### config.mk
export PLATFORM = sky130hd
export DESIGN_NAME = i2c_strap_regbank
export DESIGN_NICKNAME = d
export VERILOG_FILES = /design/src/rtl/i2c_rb_pkg.sv /design/src/rtl/i2c_line_filter.sv /design/src/rtl/i2c_slave_fsm.sv /design/src/rtl/i2c_reg_file.sv /design/src/rtl/i2c_strap_regbank.sv
export SDC_FILE = /design/constraint.sdc
export NUM_CORES = 1
export LEC_CHECK = 0
export CELL_PAD_IN_SITES_DETAIL_PLACEMENT = 2
export CELL_PAD_IN_SITES_GLOBAL_PLACEMENT = 2
export CORE_MARGIN = 2
export CORE_UTILIZATION = 25
export CTS_CLUSTER_SIZE = 28
export DETAILED_ROUTE_END_ITERATION = 10
export PLACE_DENSITY_LB_ADDON = 0.08
export SLEW_MARGIN = 20
export SYNTH_ARGS = -nofsm -noshare
export SYNTH_HDL_FRONTEND = slang
export SYNTH_SLANG_ARGS = --single-unit
### constraint.sdc
create_clock -name clk -period 3.2 [get_ports clk]
set_input_delay 0.8 -clock clk [delete_from_list [all_inputs] [get_ports clk]]
set_output_delay 0.8 -clock clk [all_outputs]
set_load 0.1 [all_outputs]
### src/rtl/i2c_rb_pkg.sv
// Package: register offsets, reset values, writable-bit masks and the
// bus-engine state type shared by the register bank modules.
package i2c_rb_pkg;

    localparam logic [7:0] ADR_ID     = 8'h01;
    localparam logic [7:0] ADR_ROLE   = 8'h02;
    localparam logic [7:0] ADR_CTRL   = 8'h03;
    localparam logic [7:0] ADR_CMD    = 8'h04;
    localparam logic [7:0] ADR_SRST   = 8'h05;
    localparam logic [7:0] ADR_MASK   = 8'h10;
    localparam logic [7:0] ADR_STAT   = 8'h11;
    localparam logic [7:0] ADR_TYPE   = 8'h12;
    localparam logic [7:0] ADR_FLAGS  = 8'h13;

    localparam logic [7:0] RST_ROLE   = 8'h04;
    localparam logic [7:0] RST_CTRL   = 8'h03;

    localparam logic [7:0] WM_ROLE    = 8'h3F;
    localparam logic [7:0] WM_CTRL    = 8'h37;
    localparam logic [7:0] WM_MASK    = 8'h0F;
    localparam logic [7:0] RM_STAT    = 8'h3F;
    localparam logic [7:0] RM_TYPE    = 8'h1B;

    localparam int NFLAG = 4;
    localparam int NCMD  = 4;
    localparam int CMD_ERR  = 0;
    localparam int CMD_DIS  = 1;
    localparam int CMD_SRC  = 2;
    localparam int CMD_SNK  = 3;

    localparam logic [3:0] DEV_HI = 4'b0100;
    localparam logic [1:0] DEV_LO = 2'b01;

    typedef enum logic [2:0] {
        BS_IDLE,
        BS_ADDR,
        BS_ADDR_ACK,
        BS_RX,
        BS_RX_ACK,
        BS_TX,
        BS_TX_ACK
    } bus_state_t;

endpackage

### src/rtl/i2c_line_filter.sv
// Line filter: two-flop synchroniser followed by a TAPS-wide majority
// window. Assumes TAPS is odd and at least 3; the idle (reset) level is 1.
module i2c_line_filter #(
    parameter int TAPS = 13
) (
    input  logic clk,
    input  logic rst_n,
    input  logic line_i,
    output logic line_o
);
    localparam int HALF = TAPS / 2;
    localparam int CW   = $clog2(TAPS + 1);

    logic [1:0]      sync_q;
    logic [TAPS-1:0] win_q;
    logic [CW-1:0]   ones;

    // Count the high samples held in the window.
    always_comb begin
        ones = '0;
        for (int i = 0; i < TAPS; i++) begin
            ones = ones + CW'(win_q[i]);
        end
    end

    // Synchronise, shift the window and register the majority decision.
    always_ff @(posedge clk) begin
        if (!rst_n) begin
            sync_q <= 2'b11;
            win_q  <= '1;
            line_o <= 1'b1;
        end else begin
            sync_q <= {sync_q[0], line_i};
            win_q  <= {win_q[TAPS-2:0], sync_q[1]};
            line_o <= (ones > CW'(HALF));
        end
    end
endmodule

### src/rtl/i2c_slave_fsm.sv
// Bus engine: detects START/STOP and SCL edges on filtered lines, matches
// the strap-dependent address, keeps the auto-incrementing pointer and
// drives SDA low for acknowledges and read data. Assumes filtered inputs
// and no clock stretching.
module i2c_slave_fsm
    import i2c_rb_pkg::*;
(
    input  logic       clk,
    input  logic       rst_n,
    input  logic       scl_f,
    input  logic       sda_f,
    input  logic       strap_i,
    input  logic [7:0] rd_data_i,
    output logic       wr_en_o,
    output logic [7:0] wr_data_o,
    output logic       rd_en_o,
    output logic [7:0] ptr_o,
    output logic       sda_oe_o
);
    bus_state_t state_q;
    logic       scl_d, sda_d;
    logic [2:0] bit_cnt;
    logic [7:0] shreg, txreg, ptr_q;
    logic       byte_done, first_wr, rw_q, master_ack, sda_oe_q;
    logic       scl_rise, scl_fall, start_c, stop_c, addr_hit;
    logic [6:0] own_addr;

    // Delay the filtered lines by one cycle for edge detection.
    always_ff @(posedge clk) begin
        if (!rst_n) begin
            scl_d <= 1'b1;
            sda_d <= 1'b1;
        end else begin
            scl_d <= scl_f;
            sda_d <= sda_f;
        end
    end

    // Bus events and address comparison.
    always_comb begin
        scl_rise = scl_f & ~scl_d;
        scl_fall = ~scl_f & scl_d;
        start_c  = scl_f & scl_d & sda_d & ~sda_f;
        stop_c   = scl_f & scl_d & ~sda_d & sda_f;
        own_addr = {DEV_HI, strap_i, DEV_LO};
        addr_hit = (shreg[7:1] == own_addr);
    end

    // Register-file strobes, issued in the cycle that owns the pointer value.
    always_comb begin
        rd_en_o = ((state_q == BS_ADDR) && scl_fall && byte_done && addr_hit && shreg[0])
               || ((state_q == BS_TX_ACK) && scl_fall && master_ack);
        wr_en_o = (state_q == BS_RX) && scl_fall && byte_done && !first_wr;
        wr_data_o = shreg;
        ptr_o     = ptr_q;
        sda_oe_o  = sda_oe_q;
    end

    // Transfer state machine.
    always_ff @(posedge clk) begin
        if (!rst_n) begin
            state_q    <= BS_IDLE;
            bit_cnt    <= '0;
            shreg      <= '0;
            txreg      <= '0;
            ptr_q      <= '0;
            byte_done  <= 1'b0;
            first_wr   <= 1'b0;
            rw_q       <= 1'b0;
            master_ack <= 1'b0;
            sda_oe_q   <= 1'b0;
        end else if (start_c) begin
            state_q   <= BS_ADDR;
            bit_cnt   <= '0;
            byte_done <= 1'b0;
            sda_oe_q  <= 1'b0;
        end else if (stop_c) begin
            state_q   <= BS_IDLE;
            byte_done <= 1'b0;
            sda_oe_q  <= 1'b0;
        end else begin
            case (state_q)
                BS_ADDR, BS_RX: begin
                    if (scl_rise) begin
                        shreg   <= {shreg[6:0], sda_f};
                        bit_cnt <= bit_cnt + 3'd1;
                        if (bit_cnt == 3'd7) byte_done <= 1'b1;
                    end else if (scl_fall && byte_done) begin
                        byte_done <= 1'b0;
                        if (state_q == BS_ADDR) begin
                            if (addr_hit) begin
                                sda_oe_q <= 1'b1;
                                state_q  <= BS_ADDR_ACK;
                                first_wr <= 1'b1;
                                rw_q     <= shreg[0];
                                if (shreg[0]) begin
                                    txreg <= rd_data_i;
                                    ptr_q <= ptr_q + 8'd1;
                                end
                            end else begin
                                state_q <= BS_IDLE;
                            end
                        end else begin
                            sda_oe_q <= 1'b1;
                            state_q  <= BS_RX_ACK;
                            if (first_wr) begin
                                ptr_q    <= shreg;
                                first_wr <= 1'b0;
                            end else begin
                                ptr_q <= ptr_q + 8'd1;
                            end
                        end
                    end
                end
                BS_ADDR_ACK: begin
                    if (scl_fall) begin
                        bit_cnt <= '0;
                        if (rw_q) begin
                            state_q  <= BS_TX;
                            sda_oe_q <= ~txreg[7];
                        end else begin
                            state_q  <= BS_RX;
                            sda_oe_q <= 1'b0;
                        end
                    end
                end
                BS_RX_ACK: begin
                    if (scl_fall) begin
                        sda_oe_q <= 1'b0;
                        bit_cnt  <= '0;
                        state_q  <= BS_RX;
                    end
                end
                BS_TX: begin
                    if (scl_rise) begin
                        bit_cnt <= bit_cnt + 3'd1;
                        if (bit_cnt == 3'd7) byte_done <= 1'b1;
                    end else if (scl_fall) begin
                        if (byte_done) begin
                            byte_done <= 1'b0;
                            sda_oe_q  <= 1'b0;
                            state_q   <= BS_TX_ACK;
                        end else begin
                            txreg    <= {txreg[6:0], 1'b0};
                            sda_oe_q <= ~txreg[6];
                        end
                    end
                end
                BS_TX_ACK: begin
                    if (scl_rise) begin
                        master_ack <= ~sda_f;
                    end else if (scl_fall) begin
                        if (master_ack) begin
                            txreg    <= rd_data_i;
                            sda_oe_q <= ~rd_data_i[7];
                            ptr_q    <= ptr_q + 8'd1;
                            bit_cnt  <= '0;
                            state_q  <= BS_TX;
                        end else begin
                            state_q <= BS_IDLE;
                        end
                    end
                end
                default: ;
            endcase
        end
    end
endmodule

### src/rtl/i2c_reg_file.sv
// Register file: stored role/control/mask/command registers, live status
// and type inputs, read-clear interrupt flags and the soft-reset sequencer.
// Assumes a write and a read strobe never fall in consecutive cycles.
module i2c_reg_file
    import i2c_rb_pkg::*;
#(
    parameter logic [7:0] ID_VALUE = 8'h12
) (
    input  logic             clk,
    input  logic             rst_n,
    input  logic             wr_en_i,
    input  logic [7:0]       wr_data_i,
    input  logic             rd_en_i,
    input  logic [7:0]       addr_i,
    output logic [7:0]       rd_data_o,
    input  logic [7:0]       status_i,
    input  logic [7:0]       type_i,
    input  logic [NFLAG-1:0] irq_set_i,
    output logic [7:0]       mode_o,
    output logic [7:0]       ctrl_o,
    output logic [7:0]       mask_o,
    output logic [NFLAG-1:0] irq_flags_o,
    output logic [NCMD-1:0]  man_cmd_o,
    output logic             soft_rst_o
);
    logic [7:0]       role_q, ctrl_q, mask_q;
    logic [NFLAG-1:0] flags_q, flag_clr;
    logic [NCMD-1:0]  cmd_q, cmd_pick;
    logic             srst_q;

    // Resolve a command write to one selected bit by priority.
    always_comb begin
        cmd_pick = '0;
        if (wr_data_i[CMD_DIS])      cmd_pick[CMD_DIS] = 1'b1;
        else if (wr_data_i[CMD_ERR]) cmd_pick[CMD_ERR] = 1'b1;
        else if (wr_data_i[CMD_SRC]) cmd_pick[CMD_SRC] = 1'b1;
        else if (wr_data_i[CMD_SNK]) cmd_pick[CMD_SNK] = 1'b1;
    end

    // Clear all flags when the flag register is fetched for the bus.
    always_comb begin
        flag_clr = (rd_en_i && addr_i == ADR_FLAGS) ? '1 : '0;
    end

    // Register updates; a soft reset behaves like the hardware reset.
    always_ff @(posedge clk) begin
        if (!rst_n || srst_q) begin
            role_q  <= RST_ROLE;
            ctrl_q  <= RST_CTRL;
            mask_q  <= '0;
            flags_q <= '0;
            cmd_q   <= '0;
            srst_q  <= 1'b0;
        end else begin
            flags_q <= (flags_q & ~flag_clr) | irq_set_i;
            cmd_q   <= cmd_q & NCMD'(1 << CMD_DIS);
            if (wr_en_i) begin
                case (addr_i)
                    ADR_ROLE: role_q <= wr_data_i & WM_ROLE;
                    ADR_CTRL: ctrl_q <= wr_data_i & WM_CTRL;
                    ADR_MASK: mask_q <= wr_data_i & WM_MASK;
                    ADR_CMD:  cmd_q  <= cmd_pick;
                    ADR_SRST: srst_q <= wr_data_i[0];
                    default: ;
                endcase
            end
        end
    end

    // Read multiplexer; unlisted addresses return zero.
    always_comb begin
        case (addr_i)
            ADR_ID:    rd_data_o = ID_VALUE;
            ADR_ROLE:  rd_data_o = role_q;
            ADR_CTRL:  rd_data_o = ctrl_q;
            ADR_CMD:   rd_data_o = {{(8-NCMD){1'b0}}, cmd_q};
            ADR_MASK:  rd_data_o = mask_q;
            ADR_STAT:  rd_data_o = status_i & RM_STAT;
            ADR_TYPE:  rd_data_o = type_i & RM_TYPE;
            ADR_FLAGS: rd_data_o = {{(8-NFLAG){1'b0}}, flags_q};
            default:   rd_data_o = 8'h00;
        endcase
    end

    // Drive the parallel register outputs.
    always_comb begin
        mode_o      = role_q;
        ctrl_o      = ctrl_q;
        mask_o      = mask_q;
        irq_flags_o = flags_q;
        man_cmd_o   = cmd_q;
        soft_rst_o  = srst_q;
    end
endmodule

### src/rtl/i2c_strap_regbank.sv
// Top: filters both bus lines, runs the bus engine and the register file.
// Assumes SCL low and high phases each last well over FILT_TAPS cycles.
module i2c_strap_regbank
    import i2c_rb_pkg::*;
#(
    parameter int         FILT_TAPS = 13,
    parameter logic [7:0] ID_VALUE  = 8'h12
) (
    input  logic       clk,
    input  logic       rst_n,
    input  logic       scl_i,
    input  logic       sda_i,
    output logic       sda_oe_o,
    input  logic       addr_strap_i,
    input  logic [7:0] status_i,
    input  logic [7:0] type_i,
    input  logic [3:0] irq_set_i,
    output logic [7:0] mode_o,
    output logic [7:0] ctrl_o,
    output logic [7:0] mask_o,
    output logic [3:0] irq_flags_o,
    output logic [3:0] man_cmd_o,
    output logic       soft_rst_o
);
    localparam int NLINE = 2;

    logic [NLINE-1:0] raw_lines, flt_lines;
    logic             scl_flt, sda_flt;
    logic             wr_en, rd_en;
    logic [7:0]       wr_data, rd_data, ptr;

    assign raw_lines = {sda_i, scl_i};

    for (genvar g = 0; g < NLINE; g++) begin : g_line
        i2c_line_filter #(.TAPS(FILT_TAPS)) u_flt (
            .clk    (clk),
            .rst_n  (rst_n),
            .line_i (raw_lines[g]),
            .line_o (flt_lines[g])
        );
    end

    assign scl_flt = flt_lines[0];
    assign sda_flt = flt_lines[1];

    i2c_slave_fsm u_fsm (
        .clk       (clk),
        .rst_n     (rst_n),
        .scl_f     (scl_flt),
        .sda_f     (sda_flt),
        .strap_i   (addr_strap_i),
        .rd_data_i (rd_data),
        .wr_en_o   (wr_en),
        .wr_data_o (wr_data),
        .rd_en_o   (rd_en),
        .ptr_o     (ptr),
        .sda_oe_o  (sda_oe_o)
    );

    i2c_reg_file #(.ID_VALUE(ID_VALUE)) u_regs (
        .clk         (clk),
        .rst_n       (rst_n),
        .wr_en_i     (wr_en),
        .wr_data_i   (wr_data),
        .rd_en_i     (rd_en),
        .addr_i      (ptr),
        .rd_data_o   (rd_data),
        .status_i    (status_i),
        .type_i      (type_i),
        .irq_set_i   (irq_set_i),
        .mode_o      (mode_o),
        .ctrl_o      (ctrl_o),
        .mask_o      (mask_o),
        .irq_flags_o (irq_flags_o),
        .man_cmd_o   (man_cmd_o),
        .soft_rst_o  (soft_rst_o)
    );
endmodule

==> results of run 1 <==
## metal layers
metal / global-route usage / up-vias / wire length (microns)
met2: 0.2685 / 58 / 7196
met3: 0.02322 / 18 / 437
met4: 0.05784 / 0 / 329
met5: 0 / - / 0
met1: 0.1866 / 1985 / 6661
li1: - / 1928 / -
## registers in the layout, indices dropped and copies added, names as in the netlist, 5 cells and up
signal,count
g_line.u_flt.win_q,26
u_regs.ctrl_o,5
u_fsm.txreg,8
u_fsm.ptr_o,8
u_regs.mode_o,6
u_fsm.wr_data_o,8
## kinds of logic (layout without fill, tap and decap cells)
family          Yosys count  in the layout  synth area share
flops                    93             93            0.3878
compound gates          113            113            0.1652
xor+xnor                  7              7           0.01277
fa+ha+maj                34             34            0.1105
simple gates            190            190            0.2088
other cells               1              9         0.0007811
buf+inv                  81            116           0.07401
mux                      19             19           0.04013
## placed cells by master, fill, tap and decap left out, types with 4 or more instances in the layout
master / n
ha_1: 16
xor2_1: 4
conb_1: 9
nand4_1: 4
dfxtp_1: 89
inv_1: 35
a22o_1: 6
clkdlybuf4s50_1: 17
and3_1: 4
nand2_1: 63
nor2_1: 25
nand3_1: 17
a221o_1: 4
a21o_1: 6
o21ai_0: 15
mux2i_1: 17
inv_2: 5
a22oi_1: 5
fa_1: 12
a21oi_1: 35
nor2b_1: 8
nand3b_1: 6
or3_1: 6
clkbuf_16: 9
o32ai_1: 4
a211oi_1: 4
nor3_1: 5
buf_4: 42
dfxtp_2: 4
nand2b_1: 29
## power breakdown
group	total (mW)	internal [mW]	switching, mW
sequential	1.19	1.17	0.0207
combinational	0.252	0.0785	0.174
clock	1.14	0.618	0.523
total	2.59	1.87	0.718
## metrics by stage
step / setup TNS (ns) / util / cell area [sq um]
6_report: -0.7628 / 0.3066 / 5754
5_1_grt: -1.017 / 0.3066 / 5754
4_1_cts: -0.8245 / 0.3046 / 5717
3_5_place_dp: -0.8086 / 0.2882 / 5409
3_3_place_gp: -0.6614 / 0.2882 / 5409
2_1_floorplan: -0.4077 / - / 4831
## worst min path at each step
stage,startpoint,to,slack [ns]
6_report,g_line[1].u_flt.sync_q[1]$_SDFF_PN1_,g_line[1].u_flt.win_q[0]$_SDFF_PN1_,0.41
5_1_grt,g_line[0].u_flt.sync_q[1]$_SDFF_PN1_,g_line[0].u_flt.win_q[0]$_SDFF_PN1_,0.43
4_1_cts,g_line[1].u_flt.sync_q[1]$_SDFF_PN1_,g_line[1].u_flt.win_q[0]$_SDFF_PN1_,0.42
3_5_place_dp,g_line[0].u_flt.sync_q[0]$_SDFF_PN1_,g_line[0].u_flt.sync_q[1]$_SDFF_PN1_,0.40
3_3_place_gp,g_line[1].u_flt.sync_q[0]$_SDFF_PN1_,g_line[1].u_flt.sync_q[1]$_SDFF_PN1_,0.39
2_1_floorplan,g_line[0].u_flt.sync_q[0]$_SDFF_PN1_,g_line[0].u_flt.sync_q[1]$_SDFF_PN1_,0.39
## worst max-delay path, stage by stage, from the launching register on
cell and delay [ns]:
dfxtp_2 0.34, ha_4 0.26, inv_2 0.03, fa_1 0.50, fa_1 0.43, fa_1 0.51
fa_1 0.41, inv_1 0.07, ha_2 0.18, inv_2 0.04, fa_2 0.50, nand3b_1 0.10
nand3_1 0.07
## repair_timing
item	4_1_cts	5_1_grt
gates resized for setup	1	13
hold buffers	0	0
endpoints found under the setup margin	2	2
gates cloned	0	0
pin swaps	0	0
## cell type report
| cell class | count | area share |
|---|---|---|
| multi-input combinational | 372 | 0.4603 |
| sequential | 93 | 0.3244 |
| timing repair buffer | 60 | 0.08524 |
| tap | 234 | 0.05088 |
| clock buffer | 9 | 0.03914 |
| inverter | 40 | 0.02609 |
| clock inverter | 7 | 0.01392 |
==> run summary, run 1 <==
status: complete, but fails checks
failing checks: negative setup slack
Top Ports: 59
Worst Setup SP: g_line[0].u_flt.win_q[1]$_SDFF_PN1_
via count: 3989
Area growth, synth to finish: 19.86%
dpl cells: 799
largest net degree at the start of global routing: 51
Synth warnings: 0
total global-route track usage: 0.1523
IO Port Bufs: 43
die area: 20330 sq um
routed len/inst: 17.94 microns
router iterations before antenna repair: 4
# DRC: 0
H-tree depth: 3
most frequent cell after synthesis: dfxtp_1
Mean Syn Cell Area: 8.924 sq um
pre-CTS setup slack: -0.4054 ns
synthesized area: 4801 sq um
Reg clk slew, reported paths: 0.07 ns
Worst VDD drop: 241.2 uV
critical path data arrival time: 3.80 ns
Worst-Skew Late Latency: 0.35 ns
total core area: 18770 sq um
Worst Hold Depth: 1
Die H: 142.6 microns
register area share after synthesis: 0.3878
multi-input logic area: 2649 sq um
Worst Path Required: 3.41 ns
worst reg-to-reg setup slack: -0.39 ns
min Tclk post-route: 3.586 ns
vias in the first global route: 4330
final wirelength: 14630 microns
Setup crit end: g_line[0].u_flt.line_o$_SDFF_PN1_
PnR worst setup slack: -0.3857 ns
Via density: 4.894
Sink Count: 93
Ant. Diodes: 0
Post-synth ARST share: 0
layout cells sized above 1: 0.1515
first-pass GRT wire length: 23990 microns
WS Path Type: flop to flop
final setup vio count: 2
PwrDens: 449.5 nW/um^2
register cell area after layout: 1867 sq um
FMAX: 0.2789 GHz
leading area contributor after synthesis: dfxtp_1
RSZ-0062 raised after global routing: yes
post-detail-place hpwl: 10860 microns
clk_skew: 0.006626 ns
maxcap violations: 0
Netlist cell types: 67
GR Overflow Total: 0
initial drt markers: 106
Tot Pwr: 2.586 mW
top post-synthesis cells by area: dfxtp_1, fa_1, ha_1
clock buffer depth: 2
hold_ws: 0.4114 ns
starting density of the core: 0.2558
DRT antenna net count: 0
clock root buffer: clkbuf_16
fin crit share: 1.121
worst-margin pin slew: 0.8494 ns
worst hold path class: flop to flop
CTS tree: done
row cnt: 50
Post-synth top flop: dfxtp_1
Final #Nets: 635
# Post-CTS Setup Buffers: 0
Critical R2R Launch: g_line[0].u_flt.win_q[1]$_SDFF_PN1_
fin cells: 815
critical path peak fanout: 2
Leak Pwr: 2.317 nW
crit end category: flop
Rel. slew slack: 0.4285
#FFs+latches synth: 93
synth cell count leaders: dfxtp_1, nand2_1, inv_1, a21oi_1, nand2b_1
Final Hold Fails: 0
gp weighted congestion: 0.7238
initial antenna violation count: 0
Synth top area share: 0.3878
synthesized instance count: 538
cts bufs inserted: 9
die span in x: 142.6 microns
Setup crit start kind: flop
Max Slew Vio Count: 0
Filler Cell Count: 2078
R2R depth: 12
FF-to-FF End: g_line[0].u_flt.line_o$_SDFF_PN1_
EDFF count, synth: 0
Power figures use the tool's default switching activity.
==> run 2, diff against run 1 <==
- CTS_BUF_LIST: unset -> sky130_fd_sc_hd__clkbuf_8
- PLACE_DENSITY_LB_ADDON: 0.08 -> 0.15
- SKIP_LAST_GASP: unset -> 1
==> run summary, run 2 (synthesized netlist as in run 1, its figures left out) <==
status: complete, but fails checks
failing checks: negative setup slack
dpl cells: 805 (+0.75%)
Ant. Diodes: 0 (unchanged)
clock root buffer: clkbuf_8
IO Port Bufs: 43 (unchanged)
Reg power frac: 0.518 (+0.057)
clock buffer depth: 2 (unchanged)
Max Slew Vio Count: 0 (unchanged)
first-pass GRT wire length: 23320 microns (-2.8%)
Worst Path Required: 3.44 ns (+0.03 ns)
vias in the first global route: 4369 (+0.90%)
routed len/inst: 17.18 microns (-4.2%)
row cnt: 50 (unchanged)
critical path data arrival time: 3.85 ns (+0.05 ns)
maxcap violations: 0 (unchanged)
switch share: 0.2801 (+0.002613)
Reg with most FFs: g_line.u_flt.win_q
final wirelength: 14130 microns (-3.4%)
PnR worst setup slack: -0.4104 ns (-0.02474 ns)
layout cells sized above 1: 0.1514 (about the same)
min Tclk post-route: 3.610 ns (+0.02474 ns)
fin cells: 822 (+0.86%)
Top Ports: 59 (unchanged)
Largest register FFs: 26 (unchanged)
commonest cells after routing, fill and taps aside: dfxtp_1, nand2_1, buf_4, inv_1, a21oi_1
gp weighted congestion: 0.7795 (+7.7%)
worst-margin pin slew: 0.8126 ns (-0.03685 ns)
GR Overflow Total: 0 (unchanged)
Reg clk slew, reported paths: 0.09 ns (+0.02 ns)
post-detail-place hpwl: 10380 microns (-4.4%)
pre-CTS setup slack: -0.4356 ns (-0.03024 ns)
starting density of the core: 0.2558 (unchanged)
FMAX: 0.2770 GHz (-0.69%)
die area: 20330 sq um (unchanged)
via count: 3967 (-0.55%)
crit end category: flop
most common cell after layout, fill and taps aside: dfxtp_1
CTS tree: done
Area growth, synth to finish: 18.61%
PwrDens: 404.0 nW/um^2 (-10%)
fin crit share: 1.128 (+0.007730)
total global-route track usage: 0.1475 (-0.004789)
Setup crit start kind: flop
initial antenna violation count: 0 (unchanged)
Rel. slew slack: 0.4533 (+0.02479)
largest net degree at the start of global routing: 42 (-18%)
WS Path Type: flop to flop
Sink Count: 93 (unchanged)
final core occ: 0.3034 (-0.003200)
cts hold-fix bufs: 0 (unchanged)
total core area: 18770 sq um (unchanged)
Worst-Skew Late Latency: 0.37 ns (+0.02 ns)
Leak Pwr: 2.308 nW (-0.40%)
final setup vio count: 2 (unchanged)
clk_skew: 0.01351 ns (+0.006888 ns)
die span in x: 142.6 microns (unchanged)
Int Pwr: 1.656 mW (-11%)
cts bufs inserted: 9 (unchanged)
RSZ-0062 raised after global routing: yes
Final Instance Area: 5694 sq um (-1.0%)
Final Hold Fails: 0 (unchanged)
register cell area after layout: 1864 sq um (-0.13%)
multi-input logic area: 2634 sq um (-0.57%)
initial drt markers: 147 (+39%)
Filler Cell Count: 2136 (+2.8%)
switching power: 644.2 uW (-10%)
placed inst area: 5454 sq um (+0.83%)
worst hold path class: flop to flop
Die H: 142.6 microns (unchanged)
Via density: 4.826 (-1.4%)
DRT antenna net count: 0 (unchanged)
Worst VDD drop: 252.6 uV (+4.7%)
Clock Power Share: 0.371 (-0.070)
router iterations before antenna repair: 4 (unchanged)
H-tree depth: 3 (unchanged)
critical path peak fanout: 2 (unchanged)
# DRC: 0 (unchanged)
Final #Nets: 642 (+1.1%)
Gate power share: 0.111 (+0.013)
run 2: worst paths after layout:
kind / to / slack (ns) / depth (start not counted) / startpoint
hold reg to reg: g_line[0].u_flt.win_q[0]$_SDFF_PN1_ / 0.42 / 1 / g_line[0].u_flt.sync_q[1]$_SDFF_PN1_
setup reg to reg: g_line[1].u_flt.line_o$_SDFF_PN1_ / -0.41 / 12 / g_line[1].u_flt.win_q[0]$_SDFF_PN1_
setup / recovery: g_line[1].u_flt.line_o$_SDFF_PN1_ / -0.41 / 12 / g_line[1].u_flt.win_q[0]$_SDFF_PN1_
hold / removal: g_line[0].u_flt.win_q[0]$_SDFF_PN1_ / 0.42 / 1 / g_line[0].u_flt.sync_q[1]$_SDFF_PN1_
run 2: stage by stage:
stage | TNS (ns) | hold WS [ns] | power, mW
2_1_floorplan | -0.4077 | 0.3863 | 1.407
3_3_place_gp | -0.6241 | 0.4020 | 1.466
3_5_place_dp | -0.8529 | 0.3989 | 1.473
4_1_cts | -0.8535 | 0.4270 | 2.350
5_1_grt | -1.112 | 0.4325 | 2.424
6_report | -0.7847 | 0.4192 | 2.300
run 2: worst max-delay path, cell delays in order, from the launching register on:
cell	delay (ns)
dfxtp_1	0.32
ha_1	0.28
inv_1	0.05
fa_1	0.50
fa_1	0.43
fa_1	0.52
fa_1	0.42
inv_1	0.07
ha_1	0.15
inv_1	0.06
fa_2	0.52
nand3b_1	0.10
nand3_1	0.07
run 2: final cells by class:
type / instances / area share
flip-flops and latches: 93 / 0.3274
multi-input cells: 372 / 0.4625
well taps: 234 / 0.05142
clock buffers: 11 / 0.02659
repair buffers: 67 / 0.09536
clock inverters: 5 / 0.01033
inverters: 40 / 0.02637
run 2: metal layers:
layer / vias up / part of all wire / track usage
li1: 1942 / - / -
met1: 1972 / 0.47 / 0.1823
met2: 42 / 0.49 / 0.2621
met3: 11 / 0.023 / 0.02153
met4: 0 / 0.013 / 0.04898
met5: - / 0 / 0
run 2: what timing repair did:
| action | in CTS | in global routing |
|---|---|---|
| pin swaps | 0 | 1 |
| setup buffers | 1 | 0 |
| setup endpoints to repair | 2 | 2 |
| gates resized for setup | 8 | 0 |
run 2: power by group through the flow:
| stage | combinational, mW | clock (mW) | sequential (mW) |
|---|---|---|---|
| 2_1_floorplan | 0.155 | 0 | 1.25 |
| 3_5_place_dp | 0.253 | 0 | 1.22 |
| 6_report | 0.254 | 0.853 | 1.19 |
| 3_3_place_gp | 0.247 | 0 | 1.22 |
| 4_1_cts | 0.258 | 0.898 | 1.19 |
| 5_1_grt | 0.277 | 0.950 | 1.20 |
